$ cat config.mk
export PLATFORM = sky130hd
export DESIGN_NAME = booth_seq_mult
export DESIGN_NICKNAME = d
export VERILOG_FILES = /design/src/rtl/booth_pkg.sv /design/src/rtl/booth_operand_prep.sv /design/src/rtl/booth_step.sv /design/src/rtl/booth_ctrl.sv /design/src/rtl/booth_seq_mult.sv
export SDC_FILE = /design/constraint.sdc
export NUM_CORES = 1
export LEC_CHECK = 0
export BUFFER_PORTS_ARGS = -buffer_cell sky130_fd_sc_hd__buf_4
export CAP_MARGIN = 20
export CORE_AREA = 2 2 63 80
export DETAILED_ROUTE_END_ITERATION = 7
export DIE_AREA = 0 0 65 82
export PLACE_DENSITY = 0.86
export SLEW_MARGIN = 20
export SYNTH_ARGS = -nofsm -noshare
export SYNTH_HDL_FRONTEND = slang
export SYNTH_SLANG_ARGS = --single-unit
$ cat constraint.sdc
create_clock -name clk -period 5.65 [get_ports clk]
set_input_delay 0.2825 -clock clk [delete_from_list [all_inputs] [get_ports clk]]
set_output_delay 0.2825 -clock clk [all_outputs]
set_load 0.005 [all_outputs]
$ cat src/rtl/booth_pkg.sv
package booth_pkg;

  typedef enum logic [1:0] {
    BOP_HOLD = 2'd0,
    BOP_ADD  = 2'd1,
    BOP_SUB  = 2'd2
  } booth_op_e;

  typedef enum logic {
    ST_IDLE = 1'b0,
    ST_RUN  = 1'b1
  } booth_state_e;

  // Radix-2 recoding of the two lowest working-register bits.
  function automatic booth_op_e booth_decode(input logic [1:0] pair);
    booth_op_e op;
    case (pair)
      2'b01:   op = BOP_ADD;
      2'b10:   op = BOP_SUB;
      default: op = BOP_HOLD;
    endcase
    return op;
  endfunction

endpackage

$ cat src/rtl/booth_operand_prep.sv
module booth_operand_prep #(
  parameter int M = 8,
  parameter int N = 8,
  localparam int W = M + N + 2
) (
  input  logic [M-1:0] mcand,
  input  logic [N-1:0] mplier,
  output logic [W-1:0] add_val,
  output logic [W-1:0] sub_val,
  output logic [W-1:0] init_val
);

  // Sign-extend the multiplicand by one guard bit.
  function automatic logic [M:0] guard_ext(input logic [M-1:0] x);
    return {x[M-1], x};
  endfunction

  // Two's complement negation: invert all bits, then add one.
  function automatic logic [M:0] twos_neg(input logic [M:0] x);
    return (~x) + {{M{1'b0}}, 1'b1};
  endfunction

  logic [M:0] mc_ext;
  logic [M:0] mc_neg;

  always_comb begin
    mc_ext   = guard_ext(mcand);
    mc_neg   = twos_neg(mc_ext);
    add_val  = {mc_ext, {(N+1){1'b0}}};
    sub_val  = {mc_neg, {(N+1){1'b0}}};
    init_val = {{(M+1){1'b0}}, mplier, 1'b0};
  end

endmodule

$ cat src/rtl/booth_step.sv
module booth_step
  import booth_pkg::*;
#(
  parameter int W = 18
) (
  input  logic [W-1:0] work,
  input  logic [W-1:0] add_val,
  input  logic [W-1:0] sub_val,
  output booth_op_e    op,
  output logic [W-1:0] next
);

  logic [W-1:0] addend;
  logic [W-1:0] sum;

  always_comb begin
    op = booth_decode(work[1:0]);
    case (op)
      BOP_ADD: addend = add_val;
      BOP_SUB: addend = sub_val;
      default: addend = '0;
    endcase
    sum  = work + addend;
    next = W'($signed(sum) >>> 1);
  end

endmodule

$ cat src/rtl/booth_ctrl.sv
module booth_ctrl
  import booth_pkg::*;
#(
  parameter int N = 8,
  localparam int CW = $clog2(N + 1)
) (
  input  logic          clk,
  input  logic          rst,
  input  logic          start,
  output logic          load,
  output logic          step_en,
  output logic          last,
  output logic          busy,
  output logic          done,
  output logic [CW-1:0] step_cnt
);

  booth_state_e state_q;
  logic         done_q;
  logic [CW-1:0] cnt_q;

  always_comb begin
    load     = start && (state_q == ST_IDLE);
    step_en  = (state_q == ST_RUN);
    last     = step_en && (cnt_q == CW'(N - 1));
    busy     = step_en;
    done     = done_q;
    step_cnt = cnt_q;
  end

  always_ff @(posedge clk) begin
    if (rst) begin
      state_q <= ST_IDLE;
      cnt_q   <= '0;
      done_q  <= 1'b0;
    end else begin
      done_q <= 1'b0;
      if (load) begin
        state_q <= ST_RUN;
        cnt_q   <= '0;
      end else if (step_en) begin
        cnt_q <= cnt_q + 1'b1;
        if (last) begin
          state_q <= ST_IDLE;
          done_q  <= 1'b1;
        end
      end
    end
  end

endmodule

$ cat src/rtl/booth_seq_mult.sv
module booth_seq_mult
  import booth_pkg::*;
#(
  parameter int M = 8,
  parameter int N = 8
) (
  input  logic           clk,
  input  logic           rst,
  input  logic           start,
  input  logic [M-1:0]   mcand,
  input  logic [N-1:0]   mplier,
  output logic           busy,
  output logic           done,
  output logic [M+N-1:0] product
);

  localparam int W  = M + N + 2;
  localparam int CW = $clog2(N + 1);

  logic [W-1:0]  add_in, sub_in, init_in;
  logic [W-1:0]  add_q, sub_q, work_q;
  logic [W-1:0]  work_next;
  logic [M+N-1:0] product_q;
  booth_op_e     step_op;
  logic          load, step_en, last;
  logic [CW-1:0] step_cnt;

  booth_operand_prep #(.M(M), .N(N)) u_prep (
    .mcand   (mcand),
    .mplier  (mplier),
    .add_val (add_in),
    .sub_val (sub_in),
    .init_val(init_in)
  );

  booth_step #(.W(W)) u_step (
    .work   (work_q),
    .add_val(add_q),
    .sub_val(sub_q),
    .op     (step_op),
    .next   (work_next)
  );

  booth_ctrl #(.N(N)) u_ctrl (
    .clk     (clk),
    .rst     (rst),
    .start   (start),
    .load    (load),
    .step_en (step_en),
    .last    (last),
    .busy    (busy),
    .done    (done),
    .step_cnt(step_cnt)
  );

  always_ff @(posedge clk) begin
    if (rst) begin
      work_q    <= '0;
      add_q     <= '0;
      sub_q     <= '0;
      product_q <= '0;
    end else if (load) begin
      work_q <= init_in;
      add_q  <= add_in;
      sub_q  <= sub_in;
    end else if (step_en) begin
      work_q <= work_next;
      if (last) product_q <= work_next[M+N:1];
    end
  end

  assign product = product_q;

endmodule

Word level (Yosys, flattened, before mapping)

Index checks and enable logic that the tools add are counted.

Word-level logic and storage cells: 33
Bits of input ports: 19
Output and inout bits: 18
Bits in registers: 56

Muxes and demuxes: 8
Add/subtract/negate cells: 3
Bitwise gates (word level): 3
Reductions and logical operators: 6
Equality and inequality tests: 5

Operator list:

| cell                  | count |
|---|---|
| $pmux W18 S2          | 1 |
| $add A18 B18 Y18      | 1 |
| $mux W9               | 2 |
| $add A9 B1 Y9 const B | 1 |
| $not A9 Y9            | 1 |
| $add A4 B1 Y4 const B | 1 |
| $eq A2 B1 Y1 const B  | 2 |
| $eq A2 B2 Y1 const B  | 2 |
| $eq A4 B3 Y1 const B  | 1 |
| $mux W1               | 4 |
| $pmux W2 S2           | 1 |
| $reduce_and A3 Y1     | 1 |
| $reduce_or A3 Y1      | 1 |
| $logic_and A1 B1 Y1   | 2 |
| $not A1 Y1            | 2 |
| $reduce_bool A2 Y1    | 1 |
| $reduce_or A2 Y1      | 1 |

Logic depth before layout (Yosys ltp)

Gate-level depths: netlist of the first run.

Word-level depth: 7
Mapped depth: 12

Cells and area by module

Synthesis of the first run repeated with hierarchy kept, for this count alone.

Cell total of the unflattened synthesis: 531
Area total of the unflattened synthesis: 4807.1 um^2

Modules (own cells, without submodules):

| module             | instances | cells an instance | area each (um^2) |
|---|---|---|---|
| booth_seq_mult     | 1         | 266               | 2826.5 |
| booth_step         | 1         | 171               | 1208.7 |
| booth_operand_prep | 1         | 65                | 489.2 |
| booth_ctrl         | 1         | 29                | 282.8 |

Least setup slack after synthesis of the first run

No wires, ideal clock.

Kind: register to register
Start point: register work_q[0]
End point: register product_q[15], in the netlist product[15]
Slack: 3.161 ns
Arrival time: 2.410 ns
Clock period less this slack: 2.489 ns
Cell stages (with the launch flop): 12
Cells stage by stage: dfxtp_1 inv_1 ha_1 clkbuf_1 nor3b_1 ha_1 fa_1 nand3_1 a211oi_2 nor2_1 xor3_1 a211oi_2

Word-level cells in the longest chain between the ends: 5
Elaborated cells on any way between the ends: 7
Those cells by class: add/sub: 1; eq/ne: 4; mux: 2

RTL lines:

| item                                         | RTL line             | source |
|---|---|---|
| start: declaration                           | booth_seq_mult.sv:21 | `logic [W-1:0] add_q, sub_q, work_q;` |
| start signal: assignment                     | booth_seq_mult.sv:63 | `work_q <= init_in;` |
| start signal: assignment                     | booth_seq_mult.sv:67 | `work_q <= work_next;` |
| $eq A2 B2 Y1 or $eq A2 B1 Y1 (tied branches) | booth_pkg.sv:17      | `case (pair)` |
| $pmux W2 S2                                  | booth_pkg.sv:17      |  |
| $eq A2 B2 Y1 or $eq A2 B1 Y1 (tied branches) | booth_step.sv:18     | `case (op)` |
| $pmux W18 S2                                 | booth_step.sv:18     |  |
| $add A18 B18 Y18 *                           | booth_step.sv:23     | `sum = work + addend;` |
| end signal: assignment                       | booth_seq_mult.sv:68 | `if (last) product_q <= work_next[M+N:1];` |
| end: declaration                             | booth_seq_mult.sv:23 | `logic [M+N-1:0] product_q;` |

Every way passes the cells marked *; elsewhere a longest branch is shown, timed or not.
A chain may end at the register's enable or synchronous reset.

Worst setup path in the final report of the first run

Ends and elaborated chain as after synthesis.

==> metrics.txt, run 1 <==
Max Clock Freq 378 MHz; Endpoint, Worst Hold add_q[10]$_SDFFE_PP0P_; Clock Root Buffer clkbuf_8; Design Area, Final 3080 um2; number of enable flip-flop cells after synthesis 0; starting density of the core 0.584; Worst Path Arrival 2880 ps; number of DRC markers in iteration 0 142; share of layout cells above drive strength 1 0.157; TritonCTS Buffers 5; Synth Cell Area 2680 um2; number of H-tree levels 2; post-route ant nets 0; Slew @ Worst Pin 671 ps; CTS sink cnt 55; initial antenna violation count 0; total power 0.708 mW; postcts setup bufs 0; CP required 5890 ps; Synth async-reset ratio 0; vias 2322; CTS tree built; # setup viols final 0; diodes inserted 0; largest net degree at the start of global routing 52; Bufs on Longest Clock Path 2; Post-synth top cells dfxtp_1, nand2_1, nor2_1; count of cell types in the netlist 46; I/O Pins 37; Slew Viols, Final 0; synth warn 0; syn_nets 353; # rows 28; Final Wtd Congestion 0.864; ranking of synthesized cells by area dfxtp_1, nand2_1, a21oi_1; grt total ovfl 0; Pleak 1.26 nW; post-synthesis sequential area ratio 0.411; Syn Inst Count 321; vias in the first global route 2188; Total GRT Usage 0.232; die area 5330 um2; Worst VDD drop 156 uV; Slew headroom 0.553; crit start category register; Reg2Reg Capture Point product[15]$_SDFFE_PP0P_; Worst Skew 8.10 ps; Filler Cells Inserted 378; post-cts hold buffer count 0; hold_sp mcand[1]; status completed; fin crit period 2650 ps; Clock transition at path regs 100 ps; top_reg_cell synth dfxtp_1; DR vias/cell 5.66; worst reg2reg setup slack 3000 ps; Reg2Reg Depth 10; core area 4590 um2; global-route wire length before repair 9630 um; # resized after CTS 0; Critical Path End Type register; dpl cell area 2980 um2; Area growth syn-to-layout 14.8%; kind of critical path reg -> reg; Tcrit/Tclk final 0.468; pwr dens 230 nW/um2; Buf/Inv on CP 1; worst hold path type in -> reg; flops & latches, synth 55; final wirelength 5730 um; DRC viols 0; syn avg cell area 8.35 um2; critical path's top delay family adder cells; CP max stage delay 390 ps; WHS Path Cells 3; Die Y 82 um; Die W 65 um; DP HPWL 4160 um; DR WL/cell 14.0 um; max cap viols 0; Slowest-stage cell, CP ha_1; PortBufs 36; drt first pass iters 4; clock latency on the worst-skew pair 310 ps; Synth top area share 0.411; RSZ-0062 raised after global routing no; Setup TNS Final 0 ps; RR Startpoint work_q[0]$_SDFFE_PP0P_; nets 381; hold violation count in the final report 0; cell chain of the critical path inv_1 > ha_1 > nor3b_1 > ha_1 > fa_1 > nand3_1 > a211oi_2 > nor2_1 > xor3_1 > a211oi_2; Worst Path Max Fanout 9; post-synth top area cell dfxtp_1
## logic make-up (layout without fill, tap and decap cells)
| kind of cell | count (synthesis) | in the layout | synth area share |
|---|---|---|---|
| buffers and inverters | 23 | 52 | 0.0350 |
| XOR/XNOR | 11 | 11 | 0.0416 |
| multiplexers | 14 | 14 | 0.0523 |
| AND/OR/NAND/NOR | 135 | 135 | 0.238 |
| flip-flops | 55 | 55 | 0.411 |
| AO/OA/AOI/OAI | 70 | 70 | 0.159 |
| adder cells (fa/ha/maj) | 13 | 13 | 0.0635 |
## worst min-delay path: cells and delay by family
kind	cells	cell delay (ps)
buffers and inverters	1	120
AO/OA/AOI/OAI	1	50
AND/OR/NAND/NOR	1	50
## layout by cell type, fill, tap and decap left out, types with 2 or more instances in the layout
master,count
xnor2_1,7
o21ai_0,5
ha_1,12
nand3_1,5
a211oi_1,4
nand2b_1,2
a22oi_1,8
nand3b_1,7
nand4_1,2
nor2_1,42
a211oi_2,2
nand2_1,55
nor3_1,3
buf_4,40
or3_1,3
a21o_1,4
inv_1,4
mux2i_1,14
nand4b_1,2
dfxtp_1,55
nor3b_1,2
nor4_1,2
xor2_1,3
a21oi_1,39
o31ai_1,2
clkbuf_8,6
## registers in the layout, indices dropped and copies added, names as in the netlist
name             flops
u_ctrl.busy          1
u_ctrl.step_cnt      4
u_ctrl.done          1
add_q                7
product             16
work_q              17
sub_q                9
## routing by layer
metal | GRT usage | share of wire | up-vias
met2 | 0.433 | 0.52 | 35
met3 | 0.0342 | 0.027 | 12
li1 | - | - | 1169
met4 | 0.106 | 0.021 | 0
met5 | 0 | 0 | -
met1 | 0.259 | 0.43 | 1106
## how the worst max path moves through the flow
stage	start	end	slack (ps)	cells past startpoint
2_1_floorplan	work_q[0]$_SDFFE_PP0P_	product[15]$_SDFFE_PP0P_	3160	11
3_3_place_gp	work_q[0]$_SDFFE_PP0P_	product[15]$_SDFFE_PP0P_	3160	10
3_5_place_dp	work_q[0]$_SDFFE_PP0P_	product[15]$_SDFFE_PP0P_	3000	10
4_1_cts	work_q[0]$_SDFFE_PP0P_	product[15]$_SDFFE_PP0P_	2980	10
5_1_grt	work_q[1]$_SDFFE_PP0P_	product[15]$_SDFFE_PP0P_	2710	10
6_report	work_q[0]$_SDFFE_PP0P_	product[15]$_SDFFE_PP0P_	3000	10
## through the flow
step                setup WS (ps)  hold WS, ps  std cells   util
floorplan                    3160          418        321      -
global placement             3160          441        402  0.649
detailed placement           3000          447        402  0.649
CTS                          2980          232        410  0.670
global route                 2710          233        410  0.670
finish                       3000          229        410  0.670
## report_power, final
| part | switching [mW] | total [mW] | internal, mW |
|---|---|---|---|
| logic | 0.0408 | 0.0709 | 0.0300 |
| registers | 0.00852 | 0.408 | 0.400 |
| clock network | 0.129 | 0.229 | 0.100 |
| total | 0.178 | 0.708 | 0.530 |
## layout make-up
type                    instances  area [um2]  share of cell area
multi-input cells             243        1490               0.483
repair buffers                 40         300              0.0976
well taps                      60        75.1              0.0244
inverters                       4        15.0             0.00488
clock buffers                   6        82.6              0.0269
flip-flops and latches         55        1100               0.358
clock inverters                 2        16.3             0.00529
(Power assumes the default switching activity.)
==> inputs of run 2 (changes only) <==
--- a/config.mk
+++ b/config.mk
@@ -7,10 +7,10 @@
 export LEC_CHECK = 0
 export BUFFER_PORTS_ARGS = -buffer_cell sky130_fd_sc_hd__buf_4
 export CAP_MARGIN = 20
-export CORE_AREA = 2 2 63 80
+export CORE_AREA = 2 2 65 82
 export DETAILED_ROUTE_END_ITERATION = 7
-export DIE_AREA = 0 0 65 82
-export PLACE_DENSITY = 0.86
+export DIE_AREA = 0 0 67 84
+export PLACE_DENSITY = 0.82
 export SLEW_MARGIN = 20
 export SYNTH_ARGS = -nofsm -noshare
 export SYNTH_HDL_FRONTEND = slang
==> constraint.sdc (replaced) <==
create_clock -name clk -period 2.7 [get_ports clk]
set_input_delay 0.135 -clock clk [delete_from_list [all_inputs] [get_ports clk]]
set_output_delay 0.135 -clock clk [all_outputs]
set_load 0.005 [all_outputs]
==> metrics.txt, run 2 (synthesis gave the netlist of run 1 again) <==
Max Clock Freq 396 MHz (was 378 MHz); Area growth syn-to-layout 16.8% (was 14.8%); hold violation count in the final report 0 (unchanged); final core occ 0.634 (was 0.670); # resized after CTS 0 (unchanged); CP max stage delay 390 ps (about the same); clock latency on the worst-skew pair 320 ps (was 310 ps); global-route wire length before repair 9450 um (was 9630 um); nets 384 (was 381); DRC viols 0 (unchanged); DP HPWL 3980 um (was 4160 um); worst hold margin 82.2 ps (was 229 ps); number of H-tree levels 2 (unchanged); status completed (unchanged); core area 4930 um2 (was 4590 um2); post-cts hold buffer count 0 (unchanged); RSZ-0062 raised after global routing yes (was no); postcts setup bufs 0 (unchanged); Slew @ Worst Pin 495 ps (was 671 ps); placed cells 407 (was 402); largest net degree at the start of global routing 52 (unchanged); share of layout cells above drive strength 1 0.176 (was 0.157); grt total ovfl 0 (unchanged); Final Wtd Congestion 0.878 (was 0.864); fin crit period 2530 ps (was 2650 ps); DR vias/cell 5.54 (was 5.66); Slew headroom 0.670 (was 0.553); Worst Skew 11.1 ps (was 8.10 ps); # setup viols final 0 (unchanged); CP required 2940 ps (was 5890 ps); critical path's top delay family adder cells (unchanged); initial antenna violation count 0 (unchanged); max cap viols 0 (unchanged); cell chain of the critical path ha_2 > nor2_1 > nor3b_1 > ha_2 > fa_1 > nand3_1 > a211oi_2 > nor2_1 > xor3_1 > a211oi_2 (was inv_1 > ha_1 > nor3b_1 > ha_1 > fa_1 > nand3_1 > a211oi_2 > nor2_1 > xor3_1 > a211oi_2); final wirelength 5590 um (was 5730 um); Worst VDD drop 400 uV (was 156 uV); DR WL/cell 13.5 um (was 14.0 um); Die Y 84 um (was 82 um); final cell count without fillers 415 (was 410); Critical Path End Type register (unchanged); crit start category register (unchanged); CTS tree built (unchanged); Pleak 1.27 nW (was 1.26 nW); register with the most flip-flops work_q (unchanged); Slew Viols, Final 0 (unchanged); CTS sink cnt 55 (unchanged); commonest non-fill, non-tap cells in the layout nand2_1, dfxtp_1, buf_4 (was nand2_1, dfxtp_1, nor2_1); die area 5630 um2 (was 5330 um2); Slowest-stage cell, CP dfxtp_1 (was ha_1); number of DRC markers in iteration 0 157 (was 142); vias in the first global route 2099 (was 2188); vias 2301 (was 2322); I/O Pins 37 (unchanged); total power 1.57 mW (was 0.708 mW); post-route ant nets 0 (unchanged); pwr dens 502 nW/um2 (was 230 nW/um2); Worst Path Arrival 2760 ps (was 2880 ps); kind of critical path reg -> reg (unchanged); # rows 29 (was 28); PortBufs 36 (unchanged); Total GRT Usage 0.215 (was 0.232); Setup TNS Final 0 ps (unchanged); worst hold path type in -> reg (unchanged); drt first pass iters 4 (unchanged); starting density of the core 0.543 (was 0.584); Tcrit/Tclk final 0.936 (was 0.468); Worst Path Max Fanout 9 (unchanged); Die W 67 um (was 65 um); diodes inserted 0 (unchanged); max reg flops 17 (unchanged); Clock transition at path regs 100 ps (about the same); Bufs on Longest Clock Path 2 (unchanged); TritonCTS Buffers 5 (unchanged); Buf/Inv on CP 0 (was 1); Clock Root Buffer clkbuf_8 (unchanged)
==> run 2: final timing paths <==
path	start	to	slack, ps	depth (start not counted)
hold reg to reg	product[5]$_SDFFE_PP0P_	product[5]$_SDFFE_PP0P_	460	2
setup / recovery	work_q[1]$_SDFFE_PP0P_	product[15]$_SDFFE_PP0P_	170	10
setup reg to reg	work_q[1]$_SDFFE_PP0P_	product[15]$_SDFFE_PP0P_	170	10
hold / removal	mcand[0]	sub_q[9]$_SDFFE_PP0P_	80	3
==> run 2: worst register-to-register path, delay by kind of cell (launching register included) <==
| family | cells | cell delay [ps] |
|---|---|---|
| simple gates | 4 | 510 |
| flops | 1 | 390 |
| compound gates | 2 | 460 |
| xor+xnor | 1 | 360 |
| fa+ha+maj | 3 | 740 |
==> run 2: final cells by class <==
type / instances / area [um2]
sequential: 55 / 1100
multi-input combinational: 243 / 1500
fill: 441 / 1810
timing repair buffer: 43 / 323
clock inverter: 3 / 46.3
tap: 62 / 77.6
clock buffer: 5 / 68.8
inverter: 4 / 15.0
==> run 2: power by group <==
group	internal, mW	switching, mW	total (mW)
registers	0.836	0.0180	0.854
logic	0.0669	0.0869	0.154
clock network	0.280	0.282	0.562
total	1.18	0.387	1.57
==> run 2: metrics by stage <==
stage / cell area, um2 / setup slack (ps)
floorplan: 2680 / 211
global placement: 3000 / 246
detailed placement: 3000 / 129
CTS: 3120 / 96.7
global route: 3130 / -43.8
finish: 3130 / 174
==> run 2: routing by layer <==
metal / GRT usage / wire (um) / vias to the layer above / share of wire
met5: 0 / 0 / - / 0
li1: - / - / 1169 / -
met1: 0.273 / 2460 / 1070 / 0.44
met3: 0.0513 / 212 / 11 / 0.038
met2: 0.346 / 2800 / 51 / 0.50
met4: 0.0853 / 126 / 0 / 0.023
==> inputs of run 3 (changes only) <==
--- a/config.mk
+++ b/config.mk
@@ -5,12 +5,15 @@
 export SDC_FILE = /design/constraint.sdc
 export NUM_CORES = 1
 export LEC_CHECK = 0
+export ABC_AREA = 1
 export BUFFER_PORTS_ARGS = -buffer_cell sky130_fd_sc_hd__buf_4
 export CAP_MARGIN = 20
 export CORE_AREA = 2 2 65 82
 export DETAILED_ROUTE_END_ITERATION = 7
 export DIE_AREA = 0 0 67 84
-export PLACE_DENSITY = 0.82
+export GPL_TIMING_DRIVEN = 0
+export HOLD_SLACK_MARGIN = 0.12
+export PLACE_DENSITY = 0.83
 export SLEW_MARGIN = 20
 export SYNTH_ARGS = -nofsm -noshare
 export SYNTH_HDL_FRONTEND = slang
==> metrics.txt, run 3 <==
Total GRT Usage 0.233 (was 0.215); Die W 67 um (unchanged); WL met3 362 um (was 212 um); hold violation count in the final report 0 (unchanged); Pleak 1.57 nW (was 1.27 nW); commonest non-fill, non-tap cells in the layout nand2_1, dfxtp_1, inv_1 (was nand2_1, dfxtp_1, buf_4); postcts setup bufs 0 (unchanged); Worst Path Arrival 2560 ps (was 2760 ps); post-synth top area cell dfxtp_1 (unchanged); max reg flops 17 (unchanged); final core occ 0.647 (was 0.634); leading cell type in the layout, fill and taps excluded nand2_1; Final Wtd Congestion 0.857 (was 0.878); clock latency on the worst-skew pair 300 ps (was 320 ps); # setup viols final 0 (unchanged); Post-synth top cells nand2_1, dfxtp_1, inv_1 (was dfxtp_1, nand2_1, nor2_1); post-synthesis sequential area ratio 0.408 (was 0.411); CTS sink cnt 55 (unchanged); final wirelength 5870 um (was 5590 um); DP HPWL 4440 um (was 3980 um); die area 5630 um2 (unchanged); status completed (unchanged); DR WL/cell 12.0 um (was 13.5 um); Max Clock Freq 426 MHz (was 396 MHz); Critical Path End Type register (unchanged); starting density of the core 0.547 (was 0.543); number of enable flip-flop cells after synthesis 0 (unchanged); DRC viols 0 (unchanged); syn avg cell area 7.10 um2 (was 8.35 um2); DR vias/cell 5.10 (was 5.54); cell chain of the critical path inv_1 > ha_1 > buf_2 > nor3_1 > ha_1 > fa_1 > nand2_1 > nand2_1 > nand2_1 > xor2_1 > a21o_1 > inv_1 (was ha_2 > nor2_1 > nor3b_1 > ha_2 > fa_1 > nand3_1 > a211oi_2 > nor2_1 > xor3_1 > a211oi_2); nets 457 (was 384); I/O Pins 37 (unchanged); syn_nets 412 (was 353); Setup TNS Final 0 ps (unchanged); pwr dens 506 nW/um2 (was 502 nW/um2); CP max stage delay 410 ps (was 390 ps); Slowest-stage cell, CP fa_1 (was dfxtp_1); diodes inserted 0 (unchanged); most common cell in the netlist nand2_1; CTS tree built (unchanged); fin crit period 2350 ps (was 2530 ps); M1 WL 2440 um (was 2460 um); number of DRC markers in iteration 0 139 (was 157); Slew headroom 0.654 (was 0.670); count of cell types in the netlist 32 (was 46); worst hold path type in -> reg (unchanged); top_reg_cell synth dfxtp_1 (unchanged); RSZ-0062 raised after global routing no (was yes); kind of critical path reg -> reg (unchanged); Filler Cells Inserted 460 (was 441); core area 4930 um2 (unchanged); vias 2488 (was 2301); Slew Viols, Final 0 (unchanged); vias in the first global route 2403 (was 2099); Synth Cell Area 2700 um2 (was 2680 um2); Worst Skew 8.08 ps (was 11.1 ps); share of layout cells above drive strength 1 0.150 (was 0.176); Synth async-reset ratio 0 (unchanged); flops & latches, synth 55 (unchanged); drt first pass iters 5 (was 4); top sig layer met4 (unchanged); worst hold margin 137 ps (was 82.2 ps); TritonCTS Buffers 5 (unchanged); Die Y 84 um (unchanged); Area growth syn-to-layout 18.3% (was 16.8%); post-route ant nets 0 (unchanged); max cap viols 0 (unchanged); Tcrit/Tclk final 0.869 (was 0.936); initial antenna violation count 0 (unchanged); global-route wire length before repair 10300 um (was 9450 um); largest net degree at the start of global routing 18 (was 52); Bufs on Longest Clock Path 2 (unchanged); number of H-tree levels 2 (unchanged); crit start category register (unchanged); Syn Inst Count 380 (was 321); Synth top area share 0.408 (was 0.411); Worst Path Max Fanout 9 (unchanged); # rows 29 (unchanged); most used cell, CP nand2_1; register with the most flip-flops work_q (unchanged); Clock Root Buffer clkbuf_8 (unchanged); grt total ovfl 0 (unchanged); synth warn 0 (unchanged); met2 wire length 2960 um (was 2800 um); Slew @ Worst Pin 519 ps (was 495 ps); PortBufs 34 (was 36); Worst VDD drop 338 uV (was 400 uV); Clock transition at path regs 100 ps (about the same); ranking of synthesized cells by area dfxtp_1, nand2_1, inv_1 (was dfxtp_1, nand2_1, a21oi_1); CP required 2920 ps (was 2940 ps)
==> run 3: changes by cell type after synthesis, sizes merged, moves of 9 or more <==
cell / change
inv: +48
a21oi: -23
o21ai: +32
mux2i: -14
clkbuf: -10
nor3: +9
nand3: +12
nor2: -13
nand2: +53
==> run 3: cells by family (layout without fill, tap and decap cells) <==
| family | after synthesis | in the layout | share of synthesized area |
|---|---|---|---|
| xor gates and xnor gates | 5 | 5 | 0.0162 |
| AOI/OAI and AO/OA | 65 | 65 | 0.131 |
| and+or+nand+nor | 176 | 176 | 0.278 |
| buffers and inverters | 66 | 112 | 0.103 |
| DFF | 55 | 55 | 0.408 |
| adders and majority gates | 13 | 13 | 0.0630 |
==> run 3: final timing paths <==
check | start | end | slack (ps) | cells past startpoint
setup / recovery | work_q[0]$_SDFFE_PP0P_ | work_q[12]$_SDFFE_PP0P_ | 350 | 12
hold / removal | mcand[1] | add_q[10]$_SDFFE_PP0P_ | 140 | 3
setup reg to reg | work_q[0]$_SDFFE_PP0P_ | work_q[12]$_SDFFE_PP0P_ | 350 | 12
hold reg to reg | add_q[12]$_SDFFE_PP0P_ | add_q[12]$_SDFFE_PP0P_ | 450 | 2
==> run 3: area by class of cell <==
cell class	count	area, um2	share of cell area
buffer	14	81.3	0.0255
clock buffer	6	82.6	0.0259
clock inverter	2	38.8	0.0121
inverter	52	198	0.0619
multi-input combinational	259	1320	0.413
sequential	55	1100	0.345
tap	62	77.6	0.0243
timing repair buffer	38	295	0.0925
==> run 3: metal layers <==
metal / GRT usage / vias up
met5: 0 / -
met4: 0.0816 / 0
met3: 0.0391 / 12
met2: 0.412 / 69
met1: 0.276 / 1110
li1: - / 1297
==> run 3: worst max-delay path: cells and delay by family, from the launching register on <==
| kind | cells | cell delay (ps) |
|---|---|---|
| xor gates and xnor gates | 1 | 250 |
| adders and majority gates | 3 | 890 |
| AOI/OAI and AO/OA | 1 | 150 |
| buffers and inverters | 3 | 280 |
| DFF | 1 | 350 |
| and+or+nand+nor | 4 | 340 |
==> run 3: what timing repair did <==
item                                   CTS  global route
hold buffers                             4             0
gates resized for setup                  0             0
endpoints found under the hold margin    4             0
==> run 3: stage by stage <==
step	area [um2]	power, mW	worst slack (ps)	instances
floorplan	2700	0.998	634	380
global placement	3030	1.05	435	476
detailed placement	3030	1.06	385	476
CTS	3190	1.62	358	488
global route	3190	1.69	170	488
finish	3190	1.61	354	488
==> run 3: power breakdown <==
part / switching (mW) / total (mW) / internal [mW]
registers: 0.0169 / 0.859 / 0.842
clock network: 0.264 / 0.569 / 0.305
logic: 0.112 / 0.187 / 0.0743
